$ cat src/rtl/hwp_pkg.sv
package hwp_pkg;
  typedef enum logic [1:0] {
    OP_BYTE  = 2'd0,
    OP_WORD  = 2'd1,
    OP_LONG  = 2'd2,
    OP_FLUSH = 2'd3
  } op_e;
endpackage

$ cat src/rtl/hwp_lane_map.sv
// Places command bytes on a double-width lane window starting at the current lane.
module hwp_lane_map
  import hwp_pkg::*;
#(
  parameter int LANES = 4,
  parameter int OFF_W = $clog2(LANES)
) (
  input  logic [8*LANES-1:0]  data_i,
  input  op_e                 op_i,
  input  logic [OFF_W-1:0]    off_i,
  output logic [16*LANES-1:0] data_o,
  output logic [2*LANES-1:0]  fill_o,
  output logic [OFF_W:0]      nbytes_o
);
  logic [LANES-1:0] base;

  always_comb begin
    unique case (op_i)
      OP_BYTE: begin base = LANES'(1); nbytes_o = (OFF_W+1)'(1); end
      OP_WORD: begin base = LANES'(3); nbytes_o = (OFF_W+1)'(2); end
      OP_LONG: begin base = '1;        nbytes_o = (OFF_W+1)'(LANES); end
      default: begin base = '0;        nbytes_o = '0; end
    endcase
  end

  assign fill_o = {{LANES{1'b0}}, base} << off_i;
  assign data_o = {{8*LANES{1'b0}}, data_i} << {off_i, 3'b000};

  // exactly the command's byte count is marked
  always_comb begin
    if (op_i != OP_FLUSH)
      p_fill_count_r2: assert ($countones(fill_o) == int'(nbytes_o));
  end
endmodule

$ cat src/rtl/hwp_byte_filter.sv
// Per-lane enable: written lane, unless transparency drops a 0xFF byte.
module hwp_byte_filter #(
  parameter int N = 8
) (
  input  logic [8*N-1:0] data_i,
  input  logic [N-1:0]   fill_i,
  input  logic           filter_en_i,
  output logic [N-1:0]   en_o
);
  for (genvar k = 0; k < N; k++) begin : g_lane
    assign en_o[k] = fill_i[k] && !(filter_en_i && (data_i[8*k +: 8] == 8'hFF));
  end

  always_comb begin
    p_en_in_fill_r5: assert ((en_o & ~fill_i) == '0);
  end
endmodule

$ cat src/rtl/hub_write_packer.sv
module hub_write_packer
  import hwp_pkg::*;
#(
  parameter int ADDR_W = 19,
  parameter int LANES  = 4
) (
  input  logic                             clk_i,
  input  logic                             rst_ni,
  input  logic                             init_valid_i,
  input  logic [ADDR_W-1:0]                init_addr_i,
  input  logic                             init_filter_i,
  output logic                             init_ready_o,
  input  logic                             cmd_valid_i,
  input  logic [1:0]                       cmd_op_i,
  input  logic [8*LANES-1:0]               cmd_data_i,
  output logic                             cmd_ready_o,
  input  logic                             fifo_full_i,
  input  logic                             fifo_empty_i,
  output logic                             push_o,
  output logic [ADDR_W-$clog2(LANES)-1:0]  push_addr_o,
  output logic [8*LANES-1:0]               push_data_o,
  output logic [LANES-1:0]                 push_be_o,
  output logic                             done_o
);
  localparam int OFF_W   = $clog2(LANES);
  localparam int LADDR_W = ADDR_W - OFF_W;
  localparam int DATA_W  = 8 * LANES;

  logic [LADDR_W-1:0] laddr_q, laddr_d;
  logic [OFF_W-1:0]   off_q, off_d;
  logic [DATA_W-1:0]  acc_data_q, acc_data_d;
  logic [LANES-1:0]   acc_fill_q, acc_fill_d, acc_en_q, acc_en_d;
  logic               filter_q, filter_d;
  logic               push_d;
  logic [LADDR_W-1:0] paddr_d;
  logic [DATA_W-1:0]  pdata_d;
  logic [LANES-1:0]   pbe_d;

  op_e                op;
  logic [2*DATA_W-1:0] wide_data;
  logic [2*LANES-1:0]  wide_fill, wide_en;
  logic [OFF_W:0]      nbytes;
  logic [DATA_W-1:0]   lo_data;
  logic                acc_any, idle, cmd_fire, init_fire, init_drain, is_flush, wrap;

  assign op = op_e'(cmd_op_i);

  hwp_lane_map #(.LANES(LANES), .OFF_W(OFF_W)) u_map (
    .data_i  (cmd_data_i),
    .op_i    (op),
    .off_i   (off_q),
    .data_o  (wide_data),
    .fill_o  (wide_fill),
    .nbytes_o(nbytes)
  );

  hwp_byte_filter #(.N(2*LANES)) u_filt (
    .data_i     (wide_data),
    .fill_i     (wide_fill),
    .filter_en_i(filter_q),
    .en_o       (wide_en)
  );

  always_comb begin
    for (int k = 0; k < LANES; k++)
      lo_data[8*k +: 8] = wide_fill[k] ? wide_data[8*k +: 8] : acc_data_q[8*k +: 8];
  end

  assign acc_any      = |acc_fill_q;
  assign idle         = !acc_any && !push_o && fifo_empty_i;
  assign init_ready_o = idle;
  assign done_o       = idle;
  assign cmd_ready_o  = !fifo_full_i && !init_valid_i;
  assign cmd_fire     = cmd_valid_i && cmd_ready_o;
  assign init_fire    = init_valid_i && idle;
  assign init_drain   = init_valid_i && acc_any && !fifo_full_i;
  assign is_flush     = (op == OP_FLUSH);
  assign wrap         = wide_fill[LANES-1];

  always_comb begin
    laddr_d    = laddr_q;
    off_d      = off_q;
    acc_data_d = acc_data_q;
    acc_fill_d = acc_fill_q;
    acc_en_d   = acc_en_q;
    filter_d   = filter_q;
    push_d     = 1'b0;
    paddr_d    = laddr_q;
    pdata_d    = acc_data_q;
    pbe_d      = acc_en_q;
    if (init_fire) begin
      laddr_d  = init_addr_i[ADDR_W-1:OFF_W];
      off_d    = init_addr_i[OFF_W-1:0];
      filter_d = init_filter_i;
    end else if (init_drain) begin
      push_d     = 1'b1;
      acc_fill_d = '0;
      acc_en_d   = '0;
    end else if (cmd_fire) begin
      if (is_flush) begin
        push_d     = acc_any;
        acc_fill_d = '0;
        acc_en_d   = '0;
      end else begin
        off_d = off_q + nbytes[OFF_W-1:0];
        if (wrap) begin
          push_d     = 1'b1;
          pdata_d    = lo_data;
          pbe_d      = acc_en_q | wide_en[LANES-1:0];
          acc_data_d = wide_data[2*DATA_W-1:DATA_W];
          acc_fill_d = wide_fill[2*LANES-1:LANES];
          acc_en_d   = wide_en[2*LANES-1:LANES];
          laddr_d    = laddr_q + 1'b1;
        end else begin
          acc_data_d = lo_data;
          acc_fill_d = acc_fill_q | wide_fill[LANES-1:0];
          acc_en_d   = acc_en_q | wide_en[LANES-1:0];
        end
      end
    end
  end

  always_ff @(posedge clk_i or negedge rst_ni) begin
    if (!rst_ni) begin
      laddr_q     <= '0;
      off_q       <= '0;
      acc_data_q  <= '0;
      acc_fill_q  <= '0;
      acc_en_q    <= '0;
      filter_q    <= 1'b0;
      push_o      <= 1'b0;
      push_addr_o <= '0;
      push_data_o <= '0;
      push_be_o   <= '0;
    end else begin
      laddr_q    <= laddr_d;
      off_q      <= off_d;
      acc_data_q <= acc_data_d;
      acc_fill_q <= acc_fill_d;
      acc_en_q   <= acc_en_d;
      filter_q   <= filter_d;
      push_o     <= push_d;
      if (push_d) begin
        push_addr_o <= paddr_d;
        push_data_o <= pdata_d;
        push_be_o   <= pbe_d;
      end
    end
  end

  p_no_push_when_full_r9: assert property (@(posedge clk_i) disable iff (!rst_ni)
    push_o |-> !$past(fifo_full_i));

  p_idle_quiet_r8: assert property (@(posedge clk_i) disable iff (!rst_ni)
    (done_o && !cmd_valid_i && !init_valid_i) |=> !push_o);

  p_init_no_push_r7: assert property (@(posedge clk_i) disable iff (!rst_ni)
    (init_valid_i && init_ready_o) |=> !push_o);

  p_partial_nonzero_r6: assert property (@(posedge clk_i) disable iff (!rst_ni)
    (push_o && !filter_q) |-> (push_be_o != '0));

  p_full_long_top_lane_r3: assert property (@(posedge clk_i) disable iff (!rst_ni)
    (cmd_fire && !is_flush && wrap && !filter_q) |=> (push_o && push_be_o[LANES-1]));
endmodule

$ cat config.mk
export PLATFORM = sky130hd
export DESIGN_NAME = hub_write_packer
export DESIGN_NICKNAME = d
export VERILOG_FILES = /design/src/rtl/hwp_pkg.sv /design/src/rtl/hwp_lane_map.sv /design/src/rtl/hwp_byte_filter.sv /design/src/rtl/hub_write_packer.sv
export SDC_FILE = /design/constraint.sdc
export NUM_CORES = 1
export LEC_CHECK = 0
export ABC_AREA = 0
export BUFFER_PORTS_ARGS = -buffer_cell sky130_fd_sc_hd__buf_2
export CORE_MARGIN = 2
export CORE_UTILIZATION = 56
export DETAILED_ROUTE_END_ITERATION = 7
export PLACE_DENSITY = 0.77
export RECOVER_POWER = 50
export SKIP_LAST_GASP = 1
export SYNTH_ARGS = -nofsm -noshare
export SYNTH_HDL_FRONTEND = slang
export SYNTH_SLANG_ARGS = --single-unit
$ cat constraint.sdc
create_clock -name clk_i -period 2.2 [get_ports clk_i]
set_input_delay 0.44 -clock clk_i [delete_from_list [all_inputs] [get_ports clk_i]]
set_output_delay 0.44 -clock clk_i [all_outputs]
set_load 0.02 [all_outputs]
# After elaboration in Yosys (flattened, before gate mapping)
# Cells that the tools add are included.
[word_totals]
ff_bits = 114
latchBits = 0
mem_bits_rw = 0
romBits = 0
in_bits = 60
output_inout_bits = 57
elab_cells = 115
mem_count = 0
[classes]
n_addsub = 2
mul = 0
n_div = 0
order_cmp = 0
n_eq_ne = 13
shift = 2
muxes = 39
n_bitwise = 5
n_reduce_logical = 44
[ops]
columns = ["operator", "n"]
rows = [
  ["$mux W32", 6],
  ["$mux W17", 5],
  ["$eq A8 B8 Y1 const B", 8],
  ["$shl A32 B5 Y64", 1],
  ["$mux W4", 13],
  ["$mux W8", 4],
  ["$logic_and A1 B1 Y1", 23],
  ["$add A17 B1 Y17 const B", 1],
  ["$logic_not A1 Y1", 12],
  ["$pmux W4 S3", 1],
  ["$mux W2", 4],
  ["$or A4 B4 Y4", 2],
  ["$reduce_and A4 Y1", 2],
  ["$shl A4 B2 Y8", 1],
  ["$pmux W2 S3", 1],
  ["$reduce_bool A2 Y1", 3],
  ["$mux W1", 5],
  ["$eq A2 B2 Y1 const B", 2],
  ["$ne A2 B2 Y1 const B", 2],
  ["$reduce_or A4 Y1", 1],
  ["$not A1 Y1", 3],
  ["$reduce_and A3 Y1", 1],
  ["$add A2 B2 Y2", 1],
  ["$eq A2 B1 Y1 const B", 1],
  ["2 further kinds", 2],
]

# Depth between registers and ports, before layout
[depth]
depth_word = 11
mapped_depth = 11
depth_no_buf = 7

# Cells and area by module
# Synthesis repeated with hierarchy kept, for this count alone.
[unflattened]
hier_cells = 741
hier_area_um2 = 6718.9
[by_module_without_submodules]
columns = ["mod", "n_inst", "cells_per_inst", "area_per_inst_um2", "seq_area_each_um2"]
rows = [
  ["hub_write_packer", 1, 557, 5457.7, 2852.7],
  ["hwp_lane_map", 1, 151, 1063.5, 0.0],
  ["hwp_byte_filter", 1, 33, 197.7, 0.0],
]

# Least setup slack after synthesis
# Ideal clock, no wire load.
[synth_timing]
kind = "input to register"
from = "in cmd_op_i[0]"
to = "reg push_data_o[0]"
setup_time_ns = 0.133
arrival_ns = 2.251
required_ns = 2.067
path_slack_ns = -0.184
path_stages = 9
path_buffers = 2
path_cell_list = "inv_1 -> ha_1 -> or2_2 -> clkbuf_1 -> a31oi_2 -> or3_1 -> buf_2 -> mux2i_1 -> o21ai_0"
[synth_via]
elab_chain_cells = 9
word_cells_on_any_way = 17
cone_classes = "eq/ne: 3; shift: 1; mux: 12; reduce/logical: 1"
[synth_rtl]
columns = ["element", "line", "rtl"]
rows = [
  ["from (decl)", "hub_write_packer.sv:14", "input logic [1:0] cmd_op_i,"],
  ["$eq A2 B2 Y1, or another cell as far along", "hwp_lane_map.sv:18", "unique case (op_i)"],
  ["$pmux W4 S3", "hwp_lane_map.sv:18", ""],
  ["$shl A4 B2 Y8", "hwp_lane_map.sv:26", "assign fill_o = {{LANES{1'b0}}, base} << off_i;"],
  ["$mux W8", "hub_write_packer.sv:66", "lo_data[8*k +: 8] = wide_fill[k] ? wide_data[8*k +: 8] : acc_data_q[8*k +: 8];"],
  ["$mux W32", "hub_write_packer.sv:106", "if (wrap) begin"],
  ["$mux W32", "hub_write_packer.sv:100", "if (is_flush) begin"],
  ["$mux W32", "hub_write_packer.sv:99", "end else if (cmd_fire) begin"],
  ["$mux W32", "hub_write_packer.sv:95", "end else if (init_drain) begin"],
  ["$mux W32", "hub_write_packer.sv:91", "if (init_fire) begin"],
  ["to (signal assigned)", "hub_write_packer.sv:145", "push_data_o <= pdata_d;"],
  ["to (decl)", "hub_write_packer.sv:21", "output logic [8*LANES-1:0] push_data_o,"],
]
# Several ways; a longest one is shown, not always the timed one.
# A chain may end at the register's enable or synchronous reset.

# Final worst setup path
[layout_timing]
from = "reg off_q[0]"
to = "reg push_be_o[3]"
[layout_via]
elab_chain_cells = 11
word_cells_on_any_way = 17
cone_classes = "eq/ne: 1; shift: 2; mux: 10; bitwise: 1; reduce/logical: 3"
[layout_rtl]
columns = ["element", "line", "rtl"]
rows = [
  ["from (decl)", "hub_write_packer.sv:30", "logic [OFF_W-1:0] off_q, off_d;"],
  ["from (signal assigned)", "hub_write_packer.sv:126", "off_q <= '0;"],
  ["from (signal assigned)", "hub_write_packer.sv:137", "off_q <= off_d;"],
  ["$shl A32 B5 Y64", "hwp_lane_map.sv:27", "assign data_o = {{8*LANES{1'b0}}, data_i} << {off_i, 3'b000};"],
  ["$eq A8 B8 Y1", "hwp_byte_filter.sv:11", "assign en_o[k] = fill_i[k] && !(filter_en_i && (data_i[8*k +: 8] == 8'hFF));"],
  ["$logic_and A1 B1 Y1", "hwp_byte_filter.sv:11", ""],
  ["$logic_not A1 Y1", "hwp_byte_filter.sv:11", ""],
  ["$logic_and A1 B1 Y1", "hwp_byte_filter.sv:11", ""],
  ["$or A4 B4 Y4", "hub_write_packer.sv:109", "pbe_d = acc_en_q | wide_en[LANES-1:0];"],
  ["$mux W4", "hub_write_packer.sv:106", ""],
  ["$mux W4", "hub_write_packer.sv:100", ""],
  ["$mux W4", "hub_write_packer.sv:99", ""],
  ["$mux W4", "hub_write_packer.sv:95", ""],
  ["$mux W4", "hub_write_packer.sv:91", ""],
  ["to (signal assigned)", "hub_write_packer.sv:146", "push_be_o <= pbe_d;"],
  ["to (decl)", "hub_write_packer.sv:22", "output logic [LANES-1:0] push_be_o,"],
]
# Several ways; a longest one is shown, not always the timed one.

==> flow_summary.yaml <==
global_routing:
  grt_util_all_layers: 0.329
  grt-ovfl-total: 0
  grt_max_degree: 69
  antenna_found_initial: 0
  grt_pass1_wl_um: 29500
  grt_pass1_vias: 5796
clock_network:
  htreeDepth: 4
  path_clk_slew_ps: 60
  tritoncts: "done"
  clkSinkCount: 114
  root_buffer: "clkbuf_8"
  clock_latency_ps: 540
  clockBufferDepth: 2
  cts_buffers: 17
setup_path:
  cp.required_ps: 2590
  r2r.worst_path.cells: 5
  worst-r2r-setup-slack_ps: -170
  r2r-start: "off_q[0]"
  worstPathMaxFanout: 10
  path_class: "flip-flop to flip-flop"
  cp-end-kind: "flip-flop"
  critical_path_arrival_ps: 2750
  r2r-end: "push_be_o[3]"
  startpoint_type: "flip-flop"
detailed_routing:
  avgRoutedWirePerCell_um: 20.0
  vias: 6075
  postRouteAntennaNets: 0
  firstDrtPassIters: 7
  viasPerCell: 6.21
  drtIter0Drc: 499
  drc: 0
  routed_wl_um: 19600
timing:
  max_slew.worst_pin.slew_ps: 1080
  period_minus_slack_ps: 2370
  rsz0062_at_grt: "yes"
  finalCritPeriodShare: 1.08
  setup_tns_ps: -1380
  finalHoldViolations: 0
  timing.final.ws_setup_ps: -165
  max_slew_margin: 0.280
  max_freq_mhz: 423
  drv_slew: 0
  fin_worst_skew_ps: 9.38
  setup_viol: 27
synth:
  seq_area_frac_synth: 0.461
  synth_top_area_cell: "dfrtp_1"
  synth_common_cells: "dfrtp_1 (114), nand2_1 (81), o21ai_0 (63), mux2i_1 (39), nor2_1 (38)"
  syn_area_um2: 6190
  ys_types: 62
  yosys_warnings: 0
  synthCells: 650
  yosys.area_share.xor_xnor: 0.00425
  yosys.area_share.simple: 0.159
  synthArstFlopShare: 1.00
  synth-adder-area-share: 0.0121
  ys_ff_latch: 114
  muxShareOfSynthArea: 0.119
  synth_top_family_by_area: "compound AO/OA/AOI/OAI gates"
  synth_edf_count: 0
  synthFlopType: "dfrtp_1"
  synth.top_cell.area_share: 0.461
  synth.avg_cell_area_um2: 9.52
  synth_area_leaders: "dfrtp_1 (46%), mux2i_1 (6.3%), mux2_2 (5.6%), o21ai_0 (5.1%), nand2_1 (4.9%)"
  synth_compound_area_frac: 0.200
  syn_nets: 716
  yosysMostFrequentCell: "dfrtp_1"
layout:
  final_cell_area_um2: 8170
  multi_input_area_um2: 3220
  syn_to_final_growth_pct: 32.0
  seqCellArea_um2: 2850
  diodes: 0
  n_fill_cell: 752
  final_nets: 891
  drive_above_1_share: 0.321
placement:
  dp.final_hpwl_um: 13800
  port_buffers: 116
  place_congestion: 0.910
  place_area_um2: 7450
power_and_ir_drop:
  power_mw: 11.4
  power_density_nw_per_um2: 1400
  netSwitchingPower_mw: 4.61
  pwr-share-seq: 0.317
  pwr-share-clk: 0.228
  power.internal_mw: 6.81
  p_leak_nw: 3.83
  comb_power_share: 0.456
  swShare: 0.404
  peakVddDrop_v: 0.000855
hold_path:
  holdCritStartpoint: "init_addr_i[7]"
  hold_class: "input pin to flip-flop"
  min_delay_worst_endpoint: "laddr_q[5]"
  hold_depth: 3
floorplanning:
  dieArea_um2: 11900
  start_util: 0.573
  die_w_um: 109
  rows: 38
  io_pins: 117
  die_h_um: 109
  core_area_um2: 10800
run:
  maxCapViolCount: 0
outcome:
  outcome: "finished, violations left"
  violations: "negative setup slack"
[critical path, stage by stage (launching register included)]
cell and delay [ps]:
dfrtp_1 640, nor2_2 70, a2111o_1 440, a211o_4 410, nor4_1 480, a221oi_1 170
[layout make-up]
class | instances | share of cell area
multi-input cells | 478 | 0.394
clock buffers | 22 | 0.0542
repair buffers | 200 | 0.161
clock inverters | 10 | 0.0135
flip-flops and latches | 114 | 0.349
inverters | 14 | 0.00674
well taps | 140 | 0.0214
[repair_timing]
action / CTS / global route
hold endpoints to repair: 94 / 0
setup endpoints to repair: 2 / 48
gates resized for setup: 6 / 32
cloned: 0 / 3
hold buffers: 1 / 0
pin swaps: 0 / 7
setup buffers: 3 / 4
[state kept, by name, summed over array words and instances (netlist names)]
| name | count |
|---|---|
| laddr_q | 17 |
| acc_en_q | 4 |
| filter_q | 1 |
| push_addr_o | 17 |
| push_o | 1 |
| acc_data_q | 32 |
| push_be_o | 4 |
| acc_fill_q | 4 |
| off_q | 2 |
| push_data_o | 32 |
[metal layers]
| layer | share of wire | track usage | vias up | wire length [um] |
|---|---|---|---|---|
| met1 | 0.41 | 0.440 | 2980 | 8110 |
| met5 | 0 | 0 | - | 0 |
| met3 | 0.073 | 0.0616 | 40 | 1430 |
| met2 | 0.49 | 0.531 | 303 | 9570 |
| li1 | - | - | 2752 | - |
| met4 | 0.023 | 0.125 | 0 | 452 |
[through the flow]
| stage | hold slack, ps | utilization | instances | worst slack, ps |
|---|---|---|---|---|
| after global routing | 133 | 0.757 | 978 | -218 |
| after detailed placement | 259 | 0.690 | 936 | -265 |
| final | 106 | 0.757 | 978 | -165 |
| after CTS | 98.1 | 0.746 | 972 | -144 |
| after global placement | 257 | 0.690 | 936 | -215 |
| after floorplan | 144 | - | 650 | -27.3 |
[layout by cell type, fill, tap and decap left out, drive strengths merged, types with 14 or more instances in the layout]
cell / n
inv: 14
clkbuf: 45
mux2i: 39
mux2: 31
nor3: 18
nor2: 39
a21oi: 36
nand4: 16
dfrtp: 114
buf: 176
nand3: 20
o21ai: 69
nand2: 81
[power groups by stage]
stage               clock, mW  combinational (mW)  sequential (mW)
floorplan                   0                2.64             3.82
global placement            0                4.71             3.53
detailed placement          0                4.81             3.58
CTS                      2.61                4.94             3.56
global route             2.70                5.58             3.70
finish                   2.60                5.20             3.62
[logic make-up after synthesis]
logic type,after synthesis
AO/OA/AOI/OAI,191
XOR/XNOR,3
AND/OR/NAND/NOR,208
adder cells (fa/ha/maj),6
multiplexers,70
flip-flops,114
buffers and inverters,58
[how the worst max path moves through the flow]
stage / startpoint / end / depth (start not counted)
6_report: off_q[0] / push_be_o[3] / 5
2_1_floorplan: cmd_op_i[0] / push_data_o[28] / 8
3_5_place_dp: cmd_op_i[0] / push_data_o[21] / 8
5_1_grt: acc_fill_q[2] / laddr_q[7] / 9
4_1_cts: acc_fill_q[2] / done_o / 4
3_3_place_gp: cmd_op_i[0] / push_data_o[21] / 8
No activity file was read; power rests on OpenSTA's default activity.
